`src/rtl/timer_bank.sv`:
```
module timer_bank #(
  parameter int NT = 8,
  parameter int IW = 16,
  parameter int AW = 5
) (
  input  logic          clk,
  input  logic          rst_n,
  input  logic          tick,
  input  logic          wr_en,
  input  logic [AW-1:0] addr,
  input  logic [7:0]    wr_data,
  output logic [7:0]    rd_data,
  output logic          irq
);
  localparam int A_STAT = 0;
  localparam int A_MASK = 2;
  localparam int A_RST  = 12;
  localparam int A_EN   = 13;
  localparam int A_CONT = 14;
  localparam int A_IV   = 16;
  localparam int HW     = IW - 8;

  logic [NT-1:0] en_q, cont_q, mask_q, stat_q, rs_q, armed_q, exp_w, clr_w;
  logic [IW-1:0] ival_q [NT];
  logic [IW-1:0] cnt_q  [NT];

  wire w_stat = wr_en && (addr == AW'(A_STAT));
  wire w_mask = wr_en && (addr == AW'(A_MASK));
  wire w_rst  = wr_en && (addr == AW'(A_RST));
  wire w_en   = wr_en && (addr == AW'(A_EN));
  wire w_cont = wr_en && (addr == AW'(A_CONT));

  assign clr_w = w_stat ? wr_data[NT-1:0] : '0;
  assign irq   = |(stat_q & mask_q);

  always_ff @(posedge clk or negedge rst_n) begin
    if (!rst_n) begin
      en_q   <= '0;
      cont_q <= '0;
      mask_q <= '0;
      stat_q <= '0;
      rs_q   <= '0;
    end else begin
      if (w_en)   en_q   <= wr_data[NT-1:0];
      if (w_cont) cont_q <= wr_data[NT-1:0];
      if (w_mask) mask_q <= wr_data[NT-1:0];
      rs_q   <= w_rst ? wr_data[NT-1:0] : '0;
      stat_q <= (stat_q & ~clr_w) | exp_w;
    end
  end

  for (genvar n = 0; n < NT; n++) begin : g_tmr
    wire w_lo   = wr_en && (addr == AW'(A_IV + 2*n));
    wire w_hi   = wr_en && (addr == AW'(A_IV + 2*n + 1));
    wire at_end = cnt_q[n] <= IW'(1);
    wire run    = tick && en_q[n] && armed_q[n] && !rs_q[n];

    assign exp_w[n] = run && at_end;

    always_ff @(posedge clk or negedge rst_n) begin
      if (!rst_n) ival_q[n] <= '0;
      else begin
        if (w_lo) ival_q[n][7:0]    <= wr_data;
        if (w_hi) ival_q[n][IW-1:8] <= wr_data[HW-1:0];
      end
    end

    always_ff @(posedge clk or negedge rst_n) begin
      if (!rst_n) begin
        cnt_q[n]   <= '0;
        armed_q[n] <= 1'b0;
      end else if (rs_q[n]) begin
        cnt_q[n]   <= ival_q[n];
        armed_q[n] <= 1'b1;
      end else if (run) begin
        if (!at_end)         cnt_q[n] <= cnt_q[n] - IW'(1);
        else if (cont_q[n])  cnt_q[n] <= ival_q[n];
        else begin
          cnt_q[n]   <= '0;
          armed_q[n] <= 1'b0;
        end
      end
    end

    p_restart_load_r3: assert property (@(posedge clk) disable iff (!rst_n)
      rs_q[n] |=> cnt_q[n] == $past(ival_q[n]));

    p_hold_when_off_r4: assert property (@(posedge clk) disable iff (!rst_n)
      (!en_q[n] && !rs_q[n]) |=> $stable(cnt_q[n]));

    p_oneshot_idle_r5: assert property (@(posedge clk) disable iff (!rst_n)
      (!armed_q[n] && !rs_q[n]) |=> (cnt_q[n] == '0 && !armed_q[n]));

    p_flag_on_tick_r8: assert property (@(posedge clk) disable iff (!rst_n)
      $rose(stat_q[n]) |-> $past(tick));
  end

  always_comb begin
    rd_data = '0;
    if (addr == AW'(A_STAT)) rd_data[NT-1:0] = stat_q;
    if (addr == AW'(A_MASK)) rd_data[NT-1:0] = mask_q;
    if (addr == AW'(A_EN))   rd_data[NT-1:0] = en_q;
    if (addr == AW'(A_CONT)) rd_data[NT-1:0] = cont_q;
    for (int n = 0; n < NT; n++) begin
      if (addr == AW'(A_IV + 2*n))     rd_data          = ival_q[n][7:0];
      if (addr == AW'(A_IV + 2*n + 1)) rd_data[HW-1:0] = ival_q[n][IW-1:8];
    end
  end

  p_restart_reads_zero_r3: assert property (@(posedge clk) disable iff (!rst_n)
    (addr == AW'(A_RST)) |-> rd_data == 8'h00);

  p_irq_needs_mask_r9: assert property (@(posedge clk) disable iff (!rst_n)
    irq |-> mask_q != '0);

  p_irq_after_reset_r1: assert property (@(posedge clk)
    !rst_n |-> !irq);
endmodule

```
`config.mk`:
```
export PLATFORM = sky130hd
export DESIGN_NAME = timer_bank
export DESIGN_NICKNAME = d
export VERILOG_FILES = /design/src/rtl/timer_bank.sv
export SDC_FILE = /design/constraint.sdc
export NUM_CORES = 1
export LEC_CHECK = 0
export BUFFER_PORTS_ARGS = -buffer_cell sky130_fd_sc_hd__buf_4
export CAP_MARGIN = 20
export CORE_MARGIN = 2
export CORE_UTILIZATION = 50
export CTS_BUF_LIST = sky130_fd_sc_hd__clkbuf_2 sky130_fd_sc_hd__clkbuf_4 sky130_fd_sc_hd__clkbuf_8
export CTS_CLUSTER_SIZE = 24
export DETAILED_ROUTE_END_ITERATION = 12
export GPL_TIMING_DRIVEN = 0
export HOLD_SLACK_MARGIN = 0.05
export PLACE_DENSITY = 0.73
export SETUP_SLACK_MARGIN = 0.05
export SLEW_MARGIN = 0
export SYNTH_ARGS = -nofsm -noshare
export SYNTH_HDL_FRONTEND = slang
export SYNTH_SLANG_ARGS = --single-unit
```
`constraint.sdc`:
```
create_clock -name clk -period 2.7 [get_ports clk]
set_input_delay 0.54 -clock clk [delete_from_list [all_inputs] [get_ports clk]]
set_output_delay 0.54 -clock clk [all_outputs]
set_load 0.03 [all_outputs]
```
### After elaboration in Yosys (flattened, before gate mapping)

Cells that the tools add are included.

| cells by class | value |
|---|---|
| muxes and demuxes | 86 |
| $add $sub $neg | 8 |
| reduce and logical (&&, ||, !) cells | 87 |
| equal/unequal tests | 28 |
| magnitude comparators | 8 |
| bitwise gates (word level) | 4 |

Operator list:

| cell | number |
|---|---|
| 16-bit two-way mux | 32 |
| 8-bit two-way mux | 22 |
| 16-bit by 1-bit less-or-equal comparator with 1-bit output (second input constant) | 8 |
| 16-bit by 1-bit subtractor with 16-bit output (second input constant) | 8 |
| 5-bit == test (second input constant) | 16 |
| 1-bit logical AND | 53 |
| 1-bit two-way mux | 32 |
| 2-bit nonzero test | 16 |
| 3-bit AND reduction | 8 |
| 8-bit bitwise AND | 2 |
| 2-bit by 1-bit != test with 1-bit output (second input constant) | 8 |
| 5-bit by 4-bit == test with 1-bit output (second input constant) | 3 |
| 1-bit zero test | 8 |
| 8-bit inverter | 1 |
| 8-bit bitwise OR | 1 |
| 8-bit OR reduction | 1 |
| 5-bit by 2-bit == test with 1-bit output (second input constant) | 1 |
| 5-bit zero test | 1 |

| storage, ports and cells | value |
|---|---|
| output and inout bits | 9 |
| logic and storage cells | 258 |
| input port bits | 17 |
| bits in registers | 304 |

### Depth between registers and ports, before layout

Gate-level depths: netlist of the first run.

| depth | value |
|---|---|
| word-level depth | 21 |
| mapped depth | 10 |
| mapped depth without buffers | 8 |

### Least setup slack after synthesis of the first run

Ideal clock, no wire load.

| path | value |
|---|---|
| path kind | input-to-output |
| start point | in addr[1] |
| end point | out rd_data[6] |
| path slack | -0.365 ns |
| buffers on the path | 2 |
| arrival time | 2.525 ns |
| cell stages on the path | 8 |
| path through | clkbuf_1 buf_1 nor3_1 a2111oi_0 a211oi_1 o211ai_1 a21oi_1 o21ai_0 |

| between the ends | value |
|---|---|
| word-level cells in the longest chain between the ends | 21 |

Ends and longest elaborated chain:

| item | line | source |
|---|---|---|
| start, declared | 10 | `input logic [AW-1:0] addr,` |
| 5-bit zero test | 100 | `if (addr == AW'(A_STAT)) rd_data[NT-1:0] = stat_q;` |
| 8-bit two-way mux | 100 |  |
| 8-bit two-way mux | 101 | `if (addr == AW'(A_MASK)) rd_data[NT-1:0] = mask_q;` |
| 8-bit two-way mux | 102 | `if (addr == AW'(A_EN)) rd_data[NT-1:0] = en_q;` |
| 8-bit two-way mux | 103 | `if (addr == AW'(A_CONT)) rd_data[NT-1:0] = cont_q;` |
| 8-bit two-way mux | 105 | `if (addr == AW'(A_IV + 2*n)) rd_data = ival_q[n][7:0];` |
| 8-bit two-way mux | 106 | `if (addr == AW'(A_IV + 2*n + 1)) rd_data[HW-1:0] = ival_q[n][IW-1:8];` |
| 8-bit two-way mux | 105 |  |
| (+5 left out) | -- |  |
| 8-bit two-way mux | 105 |  |
| 8-bit two-way mux | 106 |  |
| 8-bit two-way mux | 105 |  |
| 8-bit two-way mux | 106 |  |
| 8-bit two-way mux | 105 |  |
| 8-bit two-way mux | 106 |  |
| 8-bit two-way mux | 105 |  |
| 8-bit two-way mux * | 106 |  |
| end, declared | 12 | `output logic [7:0] rd_data,` |

Every way passes the cells marked *; elsewhere a longest branch is shown, timed or not.

### Worst setup path after layout of the first run

| path | value |
|---|---|
| start point | in addr[2] |
| end point | out rd_data[1] |

Same word-level chain as after synthesis.

==> summary.txt, run 1 <==
Status
  • Outcome: finished, violations left
  • Violated checks: negative setup slack

Floorplan
  • Initial standard-cell utilization of the core: 50.7%
  • Die outline area: 37500 sq um
  • Die boundary height: 194 microns
  • Number of placed I/O pins: 26
  • Core region area: 35500 sq um
  • Chip Width: 194 microns
  • Number of standard-cell rows in the floorplan: 69

Routing
  • Routed wire length per instance: 23.4 microns
  • DRC violation count after routing: 0
  • Drt first pass iters: 8
  • Post-detailed-route count of antenna-violating nets: 0
  • DRT iter0 DRCs: 1708
  • Via count: 17200
  • Post-detailed-routing wire length: 60.5 mm
  • Detailed-route vias per instance: 6.65

Critical path
  • Cell repeated most along the worst path: sky130_fd_sc_hd__buf_12
  • Reg2Reg Capture Point: cnt_q[17]
  • Reg-to-Reg Start: cnt_q[22]
  • Slack of the worst reg-to-reg path: 0.16 ns
  • Critical setup path kind: in2out
  • Critical-path cell list: buf_12 -> buf_12 -> buf_12 -> nand3b_1 -> buf_6 -> nor2_4 -> a211oi_2 -> a31oi_2 -> o221ai_2 -> a21oi_2 -> buf_6
  • Worst Setup Start Kind: input pin
  • Max stage delay cell, worst path: sky130_fd_sc_hd__a31oi_2
  • Crit. End Element: primary output
  • Max stage delay on crit path: 0.28 ns
  • Data required time at the worst endpoint: 2.16 ns
  • WP data arrival: 2.45 ns
  • Worst-path maximum fanout: 5
  • Register-to-Register Path Depth: 6

Power and ir drop
  • Leakage power: 8.60 nW
  • PD cells: 746 nW/um^2
  • Maximum vdd ir drop: 0.493 mV

Logic synthesis
  • Share of the synthesized area in the top cell type: 42.3%
  • Share of synthesized flip-flops with an asynchronous set or reset: 100%
  • Portion of the post-synthesis area used by sequential elements: 42.3%
  • Commonest cells in the synthesized netlist: sky130_fd_sc_hd__dfrtp_1, sky130_fd_sc_hd__nand2_1, sky130_fd_sc_hd__nor2_1, sky130_fd_sc_hd__mux2_2, sky130_fd_sc_hd__o21ai_0
  • Main synth FF type: sky130_fd_sc_hd__dfrtp_1
  • Cell taking the most area after synthesis: sky130_fd_sc_hd__dfrtp_1
  • Post-synthesis instance total: 1971
  • Synth Warn #: 0
  • Dominant cell by count in the synthesized netlist: sky130_fd_sc_hd__dfrtp_1
  • Top area cells in the synthesized netlist: sky130_fd_sc_hd__dfrtp_1, sky130_fd_sc_hd__mux2_2, sky130_fd_sc_hd__nand2_1
  • Number of enable flip-flop cells after synthesis: 0
  • Syn_area_per_cell: 9.12 sq um
  • Synthesized netlist net count: 2004
  • Synth Register Bits: 304
  • Count of cell types in the netlist: 74
  • Synthesized area: 18000 sq um

STA
  • Period Utilization, post-route: 111%
  • Pin slew with the least headroom to its limit: 1.21 ns
  • Remaining max-slew budget at the tightest pin: 19.3%
  • Pins Over Slew Limit: 0
  • Final setup TNS: -1.80 ns
  • Fin Clk Skew: 0.0234 ns
  • Maximum clock frequency: 0.334 GHz
  • Unrepaired setup endpoints after global routing: true
  • Total of endpoints with negative setup slack in the final report: 8
  • Fin. Hold Viols: 0
  • Final setup margin: -0.290 ns
  • Final Critical Period: 2.99 ns

Placement
  • Placer's final routability congestion estimate: 1.01
  • PortBufs: 22
  • HPWL after detailed placement: 41.8 mm
  • Dpl ws: -1.17 ns

CTS
  • CTS tree: done
  • Source-to-sink clock delay at the later pin of the worst-skew pair: 0.65 ns
  • CTS clk-pin slew, worst paths: 0.06 ns
  • TritonCTS Sinks: 304
  • TritonCTS buffer count: 53
  • Deepest level of the CTS H-tree: 2
  • Buffer depth of the longest clock path: 3
  • Root buffer cell: sky130_fd_sc_hd__clkbuf_8

Layout
  • Area used by multi-input combinational logic: 10300 sq um
  • Core Util, Final: 59.6%
  • Filler Cells Inserted: 3000
  • Fraction of final layout cells sized beyond drive strength 1: 23.0%
  • Storage element area: 7610 sq um
  • P&R area growth vs syn: 17.7%
  • Fin nets: 2116

Min path
  • Hold path startpoint: wr_data[1]
  • Worst hold path class: in2reg
  • Hold Path Stages: 3
  • Sink of the worst hold path: stat_q[1]

Global routing
  • Vias in the first global route: 16400
  • Total congestion overflow: 0
  • First-pass GRT wire length: 94.0 mm
  • Global-route usage over all layers: 31.6%
  • Pin count of the biggest net entering global routing: 121
  • Antenna violations before repair: 1

Job
  • Max cap viols: 0
## per-stage QoR
stage               total power [W]  area [sq um]  std cells  hold slack (ns)
floorplan                   0.00925         18000       1971            0.244
global placement             0.0104         18700       2454            0.475
detailed placement           0.0106         18800       2458            0.486
CTS                          0.0156         20700       2574            0.189
global route                 0.0166         21200       2587            0.223
finish                       0.0158         21200       2587            0.216
## routing by layer
layer / share of wire (%) / vias up / global-route usage, %
met5: 0 / - / 0
met3: 10 / 170 / 6.76
met1: 41 / 8449 / 43.6
met2: 45 / 993 / 48.0
li1: - / 7583 / -
met4: 4.0 / 0 / 14.0
## worst max path at each step
stage	slack, ns	cells past startpoint	end	from
global route	-0.28	11	rd_data[1]	addr[2]
detailed placement	-1.17	8	cnt_q[73]	tick
global placement	-1.69	1	cnt_q[51]	rst_n
CTS	-0.16	7	rd_data[3]	mask_q[3]
floorplan	0.01	8	rd_data[6]	addr[1]
finish	-0.29	11	rd_data[1]	addr[2]
## timing repair
action | CTS | global route
endpoints found under the hold margin | 78 | 0
pin swaps | 31 | 26
cloned | 1 | 1
gates resized for setup | 131 | 76
endpoints found under the setup margin | 48 | 82
buffers inserted | 25 | 13
hold buffers | 1 | 0
## cell usage in the layout (no fill, tap or decap), types with 11 or more instances in the layout
| master | synthesis | routed |
|---|---|---|
| sky130_fd_sc_hd__buf_2 | 14 | 15 |
| sky130_fd_sc_hd__mux2i_1 | 24 | 22 |
| sky130_fd_sc_hd__xnor2_1 | 18 | 18 |
| sky130_fd_sc_hd__xor2_1 | 14 | 14 |
| sky130_fd_sc_hd__a21o_1 | 19 | 19 |
| sky130_fd_sc_hd__nor4_1 | 28 | 20 |
| sky130_fd_sc_hd__o22ai_1 | 43 | 41 |
| sky130_fd_sc_hd__buf_4 | 0 | 49 |
| sky130_fd_sc_hd__nand2_1 | 197 | 192 |
| sky130_fd_sc_hd__a22oi_1 | 22 | 21 |
| sky130_fd_sc_hd__ha_1 | 16 | 16 |
| sky130_fd_sc_hd__dfrtp_1 | 304 | 299 |
| sky130_fd_sc_hd__nor2b_1 | 17 | 15 |
| sky130_fd_sc_hd__nor3_1 | 69 | 57 |
| sky130_fd_sc_hd__or4_1 | 13 | 12 |
| sky130_fd_sc_hd__mux2_2 | 155 | 155 |
| sky130_fd_sc_hd__o31ai_1 | 24 | 23 |
| sky130_fd_sc_hd__clkinv_2 | 0 | 11 |
| sky130_fd_sc_hd__or3_1 | 20 | 19 |
| sky130_fd_sc_hd__a32oi_1 | 11 | 11 |
| sky130_fd_sc_hd__clkbuf_4 | 0 | 18 |
| sky130_fd_sc_hd__nand3_1 | 41 | 38 |
| sky130_fd_sc_hd__nand2b_1 | 22 | 20 |
| sky130_fd_sc_hd__clkbuf_8 | 0 | 70 |
| sky130_fd_sc_hd__nor2_1 | 160 | 150 |
| sky130_fd_sc_hd__a311oi_1 | 14 | 14 |
| sky130_fd_sc_hd__o21ai_0 | 134 | 124 |
| sky130_fd_sc_hd__and3_1 | 30 | 30 |
| sky130_fd_sc_hd__a31oi_1 | 25 | 23 |
| sky130_fd_sc_hd__inv_1 | 40 | 40 |
| sky130_fd_sc_hd__a211oi_2 | 0 | 14 |
| sky130_fd_sc_hd__clkbuf_1 | 108 | 79 |
| sky130_fd_sc_hd__a21oi_1 | 129 | 119 |
| sky130_fd_sc_hd__buf_6 | 1 | 17 |
| sky130_fd_sc_hd__nor3b_1 | 26 | 24 |
| sky130_fd_sc_hd__and2_1 | 18 | 19 |
## cells by family after synthesis
logic type      count (synthesis)  share of synthesized area [%]
compound gates                569                           20.7
xor+xnor                       32                           1.56
fa+ha+maj                      16                           1.11
buf+inv                       171                           3.71
flops                         304                           42.3
mux                           179                           11.0
simple gates                  700                           19.6
## area by class of cell
cell class,instances,area share [%]
multi-input combinational,1496,48.6
sequential,304,36.0
clock buffer,80,4.85
timing repair buffer,67,3.10
buffer,119,3.08
tap,461,2.73
clock inverter,17,0.911
inverter,42,0.775
antenna,1,0.0118
## state kept, by name, indices dropped and copies added (netlist names)
name	flops
cnt_q	128
stat_q	8
en_q	8
cont_q	8
ival_q	128
mask_q	8
armed_q	8
rs_q	8
## where the power goes
group / internal (W) / switching (W)
Sequential: 0.00556 / 0.00144
Combinational: 0.00182 / 0.00211
Clock: 0.00281 / 0.00204
## critical path, delay by kind of cell
| kind | cells | cell delay [ns] |
|---|---|---|
| AOI/OAI and AO/OA | 4 | 0.82 |
| and+or+nand+nor | 2 | 0.43 |
| buffers and inverters | 5 | 0.67 |
(Power assumes the default switching activity.)
==> inputs of run 2 (changes only) <==
- CTS_BUF_LIST: sky130_fd_sc_hd__clkbuf_2 sky130_fd_sc_hd__clkbuf_4 sky130_fd_sc_hd__clkbuf_8 -> sky130_fd_sc_hd__clkbuf_4 sky130_fd_sc_hd__clkbuf_8 sky130_fd_sc_hd__clkbuf_16
- RECOVER_POWER: unset -> 50
==> summary.txt, run 2 (same netlist as run 1, synthesis figures left out) <==
Floorplan
  • Number of placed I/O pins: 26 (unchanged)
  • Die boundary height: 194 microns (unchanged)
  • Initial standard-cell utilization of the core: 50.7% (unchanged)
  • Chip Width: 194 microns (unchanged)
  • Number of standard-cell rows in the floorplan: 69 (unchanged)
  • Core region area: 35500 sq um (unchanged)
  • Die outline area: 37500 sq um (unchanged)

CTS
  • TritonCTS Sinks: 304 (unchanged)
  • Buffer depth of the longest clock path: 3 (unchanged)
  • Deepest level of the CTS H-tree: 2 (unchanged)
  • TritonCTS buffer count: 36 (-32%)
  • Root buffer cell: sky130_fd_sc_hd__clkbuf_16
  • Source-to-sink clock delay at the later pin of the worst-skew pair: 0.52 ns (-0.13 ns)
  • CTS tree: done
  • CTS clk-pin slew, worst paths: 0.06 ns (about the same)

Job
  • Max cap viols: 0 (unchanged)

Global routing
  • Antenna violations before repair: 2 (+1)
  • Pin count of the biggest net entering global routing: 121 (unchanged)
  • Total congestion overflow: 0 (unchanged)
  • First-pass GRT wire length: 94.2 mm (+0.27%)
  • Vias in the first global route: 16300 (-0.35%)
  • Global-route usage over all layers: 31.5% (-0.12 points)

Placement
  • Placement Cell Area: 18800 sq um (unchanged)
  • Placer's final routability congestion estimate: 1.01 (unchanged)
  • PortBufs: 22 (unchanged)
  • Number of cells after detailed placement: 2458 (unchanged)
  • HPWL after detailed placement: 41.8 mm (unchanged)

Critical path
  • WP data arrival: 2.39 ns (-0.06 ns)
  • Max stage delay cell, worst path: sky130_fd_sc_hd__a221oi_2
  • Critical setup path kind: in2out
  • Cell repeated most along the worst path: sky130_fd_sc_hd__clkbuf_16
  • Worst-path maximum fanout: 10 (+5)
  • Family with the most delay on the worst path: compound AO/OA/AOI/OAI gates
  • Worst Setup Start Kind: input pin
  • Max stage delay on crit path: 0.34 ns (+0.06 ns)
  • Data required time at the worst endpoint: 2.16 ns (about the same)
  • Critical-path cell list: buf_12 -> clkbuf_16 -> clkbuf_16 -> nand3b_1 -> buf_6 -> nor2_4 -> a22oi_1 -> o21ai_1 -> a221oi_2 -> o211ai_1 -> buf_4
  • Crit path buffers/inverters: 5 (unchanged)
  • Crit. End Element: primary output

Layout
  • Biggest regs: cnt_q x128, ival_q x128
  • Fin nets: 2091 (-1.2%)
  • Fraction of final layout cells sized beyond drive strength 1: 21.4% (-1.6 points)
  • Commonest non-fill, non-tap cell in the layout: sky130_fd_sc_hd__dfrtp_1
  • Storage element area: 7610 sq um (about the same)
  • Fin area: 21200 sq um (+0.31%)
  • Area used by multi-input combinational logic: 10300 sq um (+0.27%)
  • Most used cells in the layout excluding fill and tap cells: sky130_fd_sc_hd__dfrtp_1, sky130_fd_sc_hd__nand2_1, sky130_fd_sc_hd__mux2_2
  • P&R area growth vs syn: 18.1%
  • Non-filler cells, final: 2546 (-1.6%)
  • Filler Cells Inserted: 2969 (-1.0%)

Routing
  • Detailed-route vias per instance: 6.70 (+0.75%)
  • Drt first pass iters: 6 (-2)
  • Post-detailed-route count of antenna-violating nets: 0 (unchanged)
  • DRT iter0 DRCs: 1840 (+7.7%)
  • DRC violation count after routing: 0 (unchanged)
  • Post-detailed-routing wire length: 60.4 mm (about the same)
  • Via count: 17100 (-0.84%)
  • Routed wire length per instance: 23.7 microns (+1.6%)

STA
  • Total of endpoints with negative setup slack in the final report: 8 (unchanged)
  • Pin slew with the least headroom to its limit: 1.19 ns (-0.0111 ns)
  • Final setup margin: -0.228 ns (+0.0617 ns)
  • Period Utilization, post-route: 108% (-2.3 points)
  • Remaining max-slew budget at the tightest pin: 20.4% (+1.0 points)
  • Fin Clk Skew: 0.0183 ns (-0.00507 ns)
  • Maximum clock frequency: 0.342 GHz (+2.1%)
  • Unrepaired setup endpoints after global routing: true
  • Fin. Hold Viols: 0 (unchanged)
  • Final Critical Period: 2.93 ns (-0.0617 ns)
  • Pins Over Slew Limit: 0 (unchanged)
  • Worst hold-check slack: 0.346 ns (+0.130 ns)

Status
  • Violated checks: negative setup slack
  • Outcome: finished, violations left

Power and ir drop
  • PD cells: 776 nW/um^2 (+4.1%)
  • Maximum vdd ir drop: 0.875 mV (+77%)
  • Combinational share of power: 23.9% (-1.0 points)
  • Proportion of total power due to net switching: 33.4% (-2.0 points)
  • Clock power frac: 33.7% (+3.0 points)
  • Total Power: 0.0165 W (+4.4%)
  • Switching power total: 0.00551 W (-1.4%)
  • Leakage power: 8.59 nW (-0.15%)
  • Relative contribution of sequential cells to total power: 42.4% (-2.0 points)
  • Internal Pwr Total: 0.0110 W (+7.6%)

Min path
  • Worst hold path class: in2reg
-- run 2: cell types whose count changed in the layout (fill, tap and decap cells not counted), sizes merged --
cell	before	now
clkbuf	175	149
bufinv	4	9
buf	90	78
clkinv	12	5
diode	1	3
clkinvlp	3	0
-- run 2: cell type report --
cell class	count	area share (%)
clock buffers	50	5.03
clock inverters	12	1.36
multi-input cells	1496	48.5
flip-flops and latches	304	35.8
plain buffers	120	3.16
repair buffers	58	2.53
diodes	3	0.0354
well taps	461	2.72
inverters	42	0.772
-- run 2: metrics by stage --
step	setup TNS, ns	util, %	setup WS (ns)
floorplan	0	-	0.00980
global placement	-569.49	52.8	-1.69
detailed placement	-61.95	53.1	-1.17
CTS	-0.639	58.7	-0.158
global route	-5.37	59.8	-0.221
finish	-1.01	59.8	-0.228
-- run 2: path summary, 6_finish.rpt --
kind | to | from | cells after the start | slack (ns)
max in group asynchronous | ival_q[73] | rst_n | 3 | 0.27
max | rd_data[7] | addr[2] | 11 | -0.23
min in group asynchronous | cnt_q[113] | rst_n | 2 | 0.82
min | stat_q[2] | wr_data[2] | 3 | 0.35
min reg2reg | armed_q[1] | armed_q[1] | 1 | 0.50
max reg2reg | cnt_q[33] | cnt_q[42] | 7 | 0.13
-- run 2: what timing repair did --
action	4_1_cts	5_1_grt
hold buffers	1	0
gates resized for setup	147	77
pin swaps	30	31
gates cloned	2	0
buffers inserted	13	15
setup endpoints to repair	53	93
hold endpoints to repair	1	0
-- run 2: power by group through the flow --
stage | clock, W | combinational [W] | sequential (W)
after floorplan | 0 | 0.00284 | 0.00641
after global placement | 0 | 0.00355 | 0.00687
after detailed placement | 0 | 0.00367 | 0.00691
after CTS | 0.00561 | 0.00380 | 0.00688
after global routing | 0.00579 | 0.00435 | 0.00711
final | 0.00556 | 0.00393 | 0.00698
-- run 2: metal layers --
metal  up-vias  share of wire (%)  routed length, microns  global-route usage, %
li1       7526                  -                       -                      -
met1      8451                 42                   25500                   44.3
met2       912                 46                   27600                   49.4
met3       161                8.5                    5120                   4.83
met5         -                  0                       0                      0
met4         0                3.7                    2260                   11.4
-- run 2: worst min-delay path: stages --
cell and delay [ns]:
sky130_fd_sc_hd__buf_4 0.13, sky130_fd_sc_hd__nand2_1 0.05, sky130_fd_sc_hd__a22o_1 0.11
